`src/rtl/rbs_pkg.sv`:
```
package rbs_pkg;
  localparam int SIG_W  = 4;
  localparam int STAT_W = 8;

  typedef logic [SIG_W-1:0] sig_t;
  typedef logic [1:0]       pcnt_t;

  // persistence counter states: 0..2 counting, 3 = candidate already reported
  localparam pcnt_t PCNT_LAST = 2'd2;
  localparam pcnt_t PCNT_DONE = 2'd3;
endpackage

```
`src/rtl/rbs_pending.sv`:
```
module rbs_pending #(
  parameter int NUM_CH = 24,
  parameter int CH_W   = $clog2(NUM_CH)
) (
  input  logic              clk,
  input  logic              rst,
  input  logic              tick,
  input  logic              clr_en,
  input  logic [CH_W-1:0]   clr_chan,
  output logic [NUM_CH-1:0] pend_vec
);
  // one flag per channel: a tick has occurred since the channel's last update
  for (genvar i = 0; i < NUM_CH; i++) begin : g_flag
    logic hit;
    assign hit = clr_en && (clr_chan == CH_W'(i));
    always_ff @(posedge clk) begin
      if (rst) pend_vec[i] <= 1'b0;
      else     pend_vec[i] <= tick | (pend_vec[i] & ~hit);
    end
  end
endmodule

```
`src/rtl/rbs_filter.sv`:
```
module rbs_filter
  import rbs_pkg::*;
#(
  parameter int NUM_CH = 24,
  parameter int CH_W   = $clog2(NUM_CH)
) (
  input  logic            clk,
  input  logic            rst,
  input  logic            init_busy,
  input  logic [CH_W-1:0] init_chan,
  input  logic            upd_fire,
  input  logic [CH_W-1:0] upd_chan,
  input  sig_t            upd_sig,
  input  logic            dbnc_en,
  input  logic            pend_hit,
  output logic            wr_en,
  output logic [CH_W-1:0] wr_chan,
  output sig_t            wr_data
);
  sig_t  cand_mem [NUM_CH];
  pcnt_t cnt_mem  [NUM_CH];

  sig_t            cand_q;
  pcnt_t           cnt_q;
  logic            st_we;
  logic [CH_W-1:0] st_addr;
  sig_t            cand_n;
  pcnt_t           cnt_n;

  assign cand_q = cand_mem[upd_chan];
  assign cnt_q  = cnt_mem[upd_chan];

  always_comb begin
    st_we   = 1'b0;
    st_addr = upd_chan;
    cand_n  = cand_q;
    cnt_n   = cnt_q;
    wr_en   = 1'b0;
    wr_chan = upd_chan;
    wr_data = cand_q;
    if (init_busy) begin
      st_we   = 1'b1;
      st_addr = init_chan;
      cand_n  = '0;
      cnt_n   = '0;
      wr_en   = 1'b1;
      wr_chan = init_chan;
      wr_data = '0;
    end else if (upd_fire) begin
      if (!dbnc_en) begin
        st_we   = 1'b1;
        cand_n  = upd_sig;
        cnt_n   = PCNT_DONE;
        wr_en   = 1'b1;
        wr_data = upd_sig;
      end else if (upd_sig != cand_q) begin
        st_we  = 1'b1;
        cand_n = upd_sig;
        cnt_n  = '0;
      end else if (pend_hit && cnt_q != PCNT_DONE) begin
        st_we = 1'b1;
        cnt_n = pcnt_t'(cnt_q + 2'd1);
        wr_en = (cnt_q == PCNT_LAST);
      end
    end
  end

  always_ff @(posedge clk) begin
    if (st_we) begin
      cand_mem[st_addr] <= cand_n;
      cnt_mem[st_addr]  <= cnt_n;
    end
  end

  AST_MISMATCH_NO_REPORT: assert property (@(posedge clk) disable iff (rst)
    (!init_busy && upd_fire && dbnc_en && upd_sig != cand_q) |-> !wr_en);
endmodule

```
`src/rtl/rbs_status_mem.sv`:
```
module rbs_status_mem
  import rbs_pkg::*;
#(
  parameter int NUM_CH = 24,
  parameter int CH_W   = $clog2(NUM_CH)
) (
  input  logic            clk,
  input  logic            we,
  input  logic [CH_W-1:0] waddr,
  input  sig_t            wdata,
  input  logic [CH_W-1:0] raddr,
  output sig_t            rdata
);
  sig_t mem [NUM_CH];

  // read-before-write synchronous port pair
  always_ff @(posedge clk) begin
    if (we) mem[waddr] <= wdata;
    rdata <= mem[raddr];
  end
endmodule

```
`src/rtl/rbs_debounce.sv`:
```
module rbs_debounce
  import rbs_pkg::*;
#(
  parameter int NUM_CH = 24,
  parameter int CH_W   = $clog2(NUM_CH)
) (
  input  logic              clk,
  input  logic              rst,
  input  logic              dbnc_en,
  input  logic              tick,
  input  logic              upd_valid,
  input  logic [CH_W-1:0]   upd_chan,
  input  logic [SIG_W-1:0]  upd_sig,
  input  logic              rd_req,
  input  logic [CH_W-1:0]   rd_chan,
  output logic              stat_valid,
  output logic [STAT_W-1:0] stat_byte
);
  localparam logic [CH_W-1:0] LAST_CH = CH_W'(NUM_CH - 1);

  logic            init_busy;
  logic [CH_W-1:0] init_chan;
  logic            upd_in_rng;
  logic            upd_fire;
  logic [CH_W-1:0] upd_idx;
  logic            rd_ok;
  logic [CH_W-1:0] rd_idx;
  logic [NUM_CH-1:0] pend_vec;
  logic            pend_hit;
  logic            wr_en;
  logic [CH_W-1:0] wr_chan;
  sig_t            wr_data;
  sig_t            rdata;
  logic            zero_q;

  // clearing sweep after reset
  always_ff @(posedge clk) begin
    if (rst) begin
      init_busy <= 1'b1;
      init_chan <= '0;
    end else if (init_busy) begin
      if (init_chan == LAST_CH) init_busy <= 1'b0;
      else                      init_chan <= init_chan + 1'b1;
    end
  end

  assign upd_in_rng = (upd_chan <= LAST_CH);
  assign upd_fire   = upd_valid && upd_in_rng && !init_busy;
  assign upd_idx    = upd_in_rng ? upd_chan : '0;
  assign pend_hit   = pend_vec[upd_idx];
  assign rd_ok      = (rd_chan <= LAST_CH) && !init_busy;
  assign rd_idx     = (rd_chan <= LAST_CH) ? rd_chan : '0;

  rbs_pending #(.NUM_CH(NUM_CH), .CH_W(CH_W)) u_pend (
    .clk      (clk),
    .rst      (rst),
    .tick     (tick),
    .clr_en   (upd_fire),
    .clr_chan (upd_idx),
    .pend_vec (pend_vec)
  );

  rbs_filter #(.NUM_CH(NUM_CH), .CH_W(CH_W)) u_filt (
    .clk       (clk),
    .rst       (rst),
    .init_busy (init_busy),
    .init_chan (init_chan),
    .upd_fire  (upd_fire),
    .upd_chan  (upd_idx),
    .upd_sig   (upd_sig),
    .dbnc_en   (dbnc_en),
    .pend_hit  (pend_hit),
    .wr_en     (wr_en),
    .wr_chan   (wr_chan),
    .wr_data   (wr_data)
  );

  rbs_status_mem #(.NUM_CH(NUM_CH), .CH_W(CH_W)) u_stat (
    .clk   (clk),
    .we    (wr_en),
    .waddr (wr_chan),
    .wdata (wr_data),
    .raddr (rd_idx),
    .rdata (rdata)
  );

  always_ff @(posedge clk) begin
    if (rst) begin
      stat_valid <= 1'b0;
      zero_q     <= 1'b1;
    end else begin
      stat_valid <= rd_req;
      zero_q     <= !rd_ok;
    end
  end

  assign stat_byte = {4'b0000, (zero_q ? 4'b0000 : rdata)};

  AST_BYPASS_PASSES: assert property (@(posedge clk) disable iff (rst)
    (upd_fire && !dbnc_en) |-> (wr_en && wr_data == upd_sig));
  AST_REPORT_NEEDS_TICK: assert property (@(posedge clk) disable iff (rst)
    (!init_busy && wr_en && dbnc_en) |-> pend_hit);
  AST_OOR_IGNORED: assert property (@(posedge clk) disable iff (rst)
    (upd_valid && !upd_in_rng && !init_busy) |-> !wr_en);
  AST_CLEAR_READS_ZERO: assert property (@(posedge clk) disable iff (rst)
    (stat_valid && $past(init_busy)) |-> (stat_byte == '0));
endmodule

```
`config.mk`:
```
export PLATFORM = sky130hd
export DESIGN_NAME = rbs_debounce
export DESIGN_NICKNAME = d
export VERILOG_FILES = /design/src/rtl/rbs_pkg.sv /design/src/rtl/rbs_pending.sv /design/src/rtl/rbs_filter.sv /design/src/rtl/rbs_status_mem.sv /design/src/rtl/rbs_debounce.sv
export SDC_FILE = /design/constraint.sdc
export NUM_CORES = 1
export LEC_CHECK = 0
export ABC_CLOCK_PERIOD_IN_PS = 6220
export BUFFER_PORTS_ARGS = -buffer_cell sky130_fd_sc_hd__buf_2
export CAP_MARGIN = 20
export CORE_ASPECT_RATIO = 1.1
export CORE_MARGIN = 10
export CORE_UTILIZATION = 62
export CTS_CLUSTER_SIZE = 12
export DETAILED_ROUTE_END_ITERATION = 8
export PLACE_DENSITY = 0.82
export SETUP_SLACK_MARGIN = 0.2
export SKIP_CTS_REPAIR_TIMING = 1
export SLEW_MARGIN = 20
export SYNTH_ARGS = -nofsm -noshare
export SYNTH_HDL_FRONTEND = slang
export SYNTH_HIERARCHICAL = 1
export SYNTH_SLANG_ARGS = --single-unit
export TNS_END_PERCENT = 100
```
`constraint.sdc`:
```
create_clock -name clk -period 6.22 [get_ports clk]
set_input_delay 0.933 -clock clk [delete_from_list [all_inputs] [get_ports clk]]
set_output_delay 0.933 -clock clk [all_outputs]
set_load 0.005 [all_outputs]
```
==> run summary <==
=================================================================================================
Hold violation total from the final report                                                      0
Kind of end point of the critical path                                                       flop
Part of the power in combinational logic                                                     7.9%
GRT Resource Usage Total                                                                    20.5%
Weighted congestion reported at the end of routability-driven placement                     0.937
Max capacitance violation total                                                                 0
Hold/Removal Path Class                                                              flop to flop
Worst clock skew                                                                          22.3 ps
Routed via count                                                                            7,218
Cell repeated most along the worst path                                                    mux4_2
Flop pwr share                                                                              52.9%
Overflow left after global routing                                                              0
CP Max Fanout                                                                                  27
Required time reported for the critical path endpoint                                     6370 ps
Die outline width                                                                          154 um
Die height                                                                                 167 um
Switching Power                                                                            837 uW
Commonest register cell after synthesis                                                  edfxtp_1
RSZ-0062 raised after global routing                                                        false
Syn_area_per_cell                                                                       14.8 um^2
Worst r2r dst                                                                        u_filt/cand_mem[2][2]
Largest delay share family, worst path                                               compound AO/OA/AOI/OAI gates
Seq/Total Area, Yosys                                                                       65.0%
Leak                                                                                      4.62 nW
Pin count of the biggest net entering global routing                                           33
Internal power consumption                                                                3.03 mW
Initial standard-cell utilization of the core                                               63.4%
Cells along the critical path                                                        buf_2, nand2_1, and2_2, buf_4, mux4_2, mux4_2, ha_1, nand2b_1, a41o_4, a211oi_1
Syn-to-layout area delta                                                                    9.13%
Maximum buffer depth of the clock tree                                                          3
1st-pass router iterations                                                                      5
Quantity of I/O buffers inserted on ports                                                      24
Total DRC errors in the routed layout                                                           0
Worst-case hold path end point                                                       u_pend/pend_vec[13]
Number of distinct library cell variants in the gate-level netlist after synthesis             70
Max stage delay on crit path                                                               760 ps
Total CTS buffers                                                                              28
Count of warnings emitted by yosys                                                              6
Number of nets still failing antenna checks after routing                                       0
Cell row count                                                                                 53
Cell at the root of the clock tree                                                      clkbuf_16
Max-slew violation count                                                                        0
CP Class                                                                             input pin to flop
Slack of the worst reg-to-reg path                                                        2510 ps
Avg Vias per Cell                                                                            6.49
EDFF count, synth                                                                             240
Startpoint of the lowest-slack register-to-register path                             u_filt/cnt_mem[12][0]
Net count of the finished layout                                                              872
Worst reg-to-reg path cell count                                                                8
Period Utilization, post-route                                                              79.7%
Flip-flop and latch count after synthesis                                                     276
Number of endpoints failing setup at the final stage                                            0
Worst Hold Launch                                                                    u_pend/pend_vec[13]
CTS tree                                                                                     done
Routed length per placed instance                                                         24.1 um
Number of primary I/O pins                                                                     29
Cell with the largest stage delay on the worst path                                      a211oi_1
H-tree levels                                                                                   1
Share of synthesized flip-flops with an asynchronous set or reset                              0%
Total Wirelength                                                                          26.8 mm
Cell Area, Synth                                                                      12,200 um^2
Setup_tns                                                                                    0 ps
Startpoint kind of the worst setup timing path                                          input pin
Core area                                                                             19,200 um^2
Wire length of the first global-routing pass                                              41.9 mm
Status                                                                               complete, no violations
Number of global-route vias before repair                                                   7,253
Number of sinks driven by the clock tree                                                      276
Clock network fraction of design power                                                      39.2%
CP Buf/Inv Count                                                                                2
Count of routing violations after the opening detailed-route iteration                        728
Worst supply voltage drop on vdd                                                         0.263 mV
Total inserted antenna cells                                                                    0
Rel. slew slack                                                                             24.0%
Util after Layout                                                                           69.2%
Share of cells above drive strength 1                                                       19.3%
Max Clk Rate                                                                              202 MHz
Worst Hold Depth                                                                                2
Insertion delay to the later sink of the worst-skew pair                                   540 ps
Reg clk slew, reported paths                                                                60 ps
Arrival time worst endpoint                                                               5110 ps
Placed wire-length estimate                                                               17.5 mm
Synthesized instance count                                                                    824
Final critical path time including I/O delays and setup                                   4960 ps
Transition time at the pin with the least slew margin                                     1140 ps
Ratio of total power to cell area                                                     290 nW/um^2
Die area                                                                              25,700 um^2
Switching part of the total power                                                           21.7%
Antenna violations before repair                                                                0
=================================================================================================
registers in the layout, summed over array words and instances, names as in the netlist:
signal,count
stat_valid,1
u_stat/rdata,4
u_filt/cnt_mem,48
u_filt/cand_mem,96
u_pend/pend_vec,24
u_stat/mem,96
init_busy,1
zero_q,1
init_chan,5
worst max-delay path by stage:
stage	start	endpoint	cells past startpoint
after detailed placement	upd_chan[3]	u_filt/cand_mem[4][2]	10
after global routing	upd_chan[3]	u_stat/mem[4][3]	12
final	upd_chan[3]	u_filt/cand_mem[2][2]	10
after CTS	upd_chan[3]	u_filt/cand_mem[2][2]	10
after floorplan	upd_chan[3]	u_stat/mem[0][0]	15
after global placement	upd_chan[3]	u_filt/cnt_mem[2][0]	10
cell families after synthesis:
kind of cell	after synthesis	synth area share [%]
XOR/XNOR	4	0.287
buffers and inverters	59	3.10
flip-flops	276	65.0
multiplexers	116	12.9
AO/OA/AOI/OAI	120	8.13
AND/OR/NAND/NOR	245	10.2
adder cells (fa/ha/maj)	3	0.308
other	1	0.0308
cells in the final DEF, fill, tap and decap left out, types with 7 or more instances in the layout:
cell type / n
nand4_1: 9
nor2_1: 73
mux2i_1: 75
buf_2: 24
a211oi_1: 22
a22oi_1: 17
nand3_1: 19
buf_4: 16
a21oi_2: 12
dfxtp_1: 36
nand2_1: 68
mux4_2: 31
a211oi_2: 15
a21oi_1: 17
clkbuf_16: 29
clkbuf_1: 10
edfxtp_1: 240
inv_1: 7
nor2b_1: 22
mux2_2: 9
synthesized netlist by cell type, drive strengths merged (9+ instances only):
master / number / area [um^2]
a21oi: 29 / 190
nand4: 9 / 56.3
nor2b: 22 / 138
clkbuf: 15 / 56.3
a22oi: 17 / 128
buf: 34 / 284
dfxtp: 36 / 721
and2: 10 / 62.6
nand2: 68 / 255
edfxtp: 240 / 7210
mux2i: 75 / 751
a211oi: 40 / 375
nor2: 76 / 285
mux2: 9 / 101
mux4: 32 / 724
nand3: 19 / 95.1
inv: 9 / 33.8
power by group through the flow:
stage	Sequential, mW	Clock (mW)	Combinational, mW
after floorplan	2.08	0	0.230
after global placement	2.08	0	0.287
after detailed placement	2.08	0	0.298
after CTS	2.04	1.54	0.300
after global routing	2.05	1.63	0.327
final	2.04	1.51	0.305
metrics by stage:
step | cell area (um^2) | worst slack (ps) | instances | power, mW | hold slack (ps)
finish | 13300 | 1260 | 1113 | 3.86 | 492
global route | 13300 | 987 | 1113 | 4.01 | 520
CTS | 13300 | 1280 | 1112 | 3.88 | 487
detailed placement | 12500 | 716 | 1065 | 2.38 | 479
global placement | 12500 | 922 | 1065 | 2.37 | 472
floorplan | 12200 | 1450 | 827 | 2.31 | 457
cell type report:
| type | count | area (um^2) |
|---|---|---|
| Inverter | 10 | 37.5 |
| Clock inverter | 5 | 20.0 |
| Tap cell | 247 | 309 |
| Sequential cell | 276 | 7930 |
| Fill cell | 1244 | 5930 |
| Multi-Input combinational cell | 492 | 3950 |
| Timing Repair Buffer | 41 | 255 |
| Clock buffer | 42 | 805 |
routing by layer:
metal	share of wire, %	track usage, %	vias up	routed length (um)
met1	39	25.8	3626	10400
met5	0	0	-	0
li1	-	-	3228	-
met2	51	35.2	312	13700
met3	7.3	3.43	52	1950
met4	2.7	6.74	0	725
tightest hold or removal path, delay by kind of cell, from the launching register on:
family	cells	cell delay, ps
and+or+nand+nor	1	80
DFF	1	310
AOI/OAI and AO/OA	1	50
No activity file was read; power rests on OpenSTA's default activity.
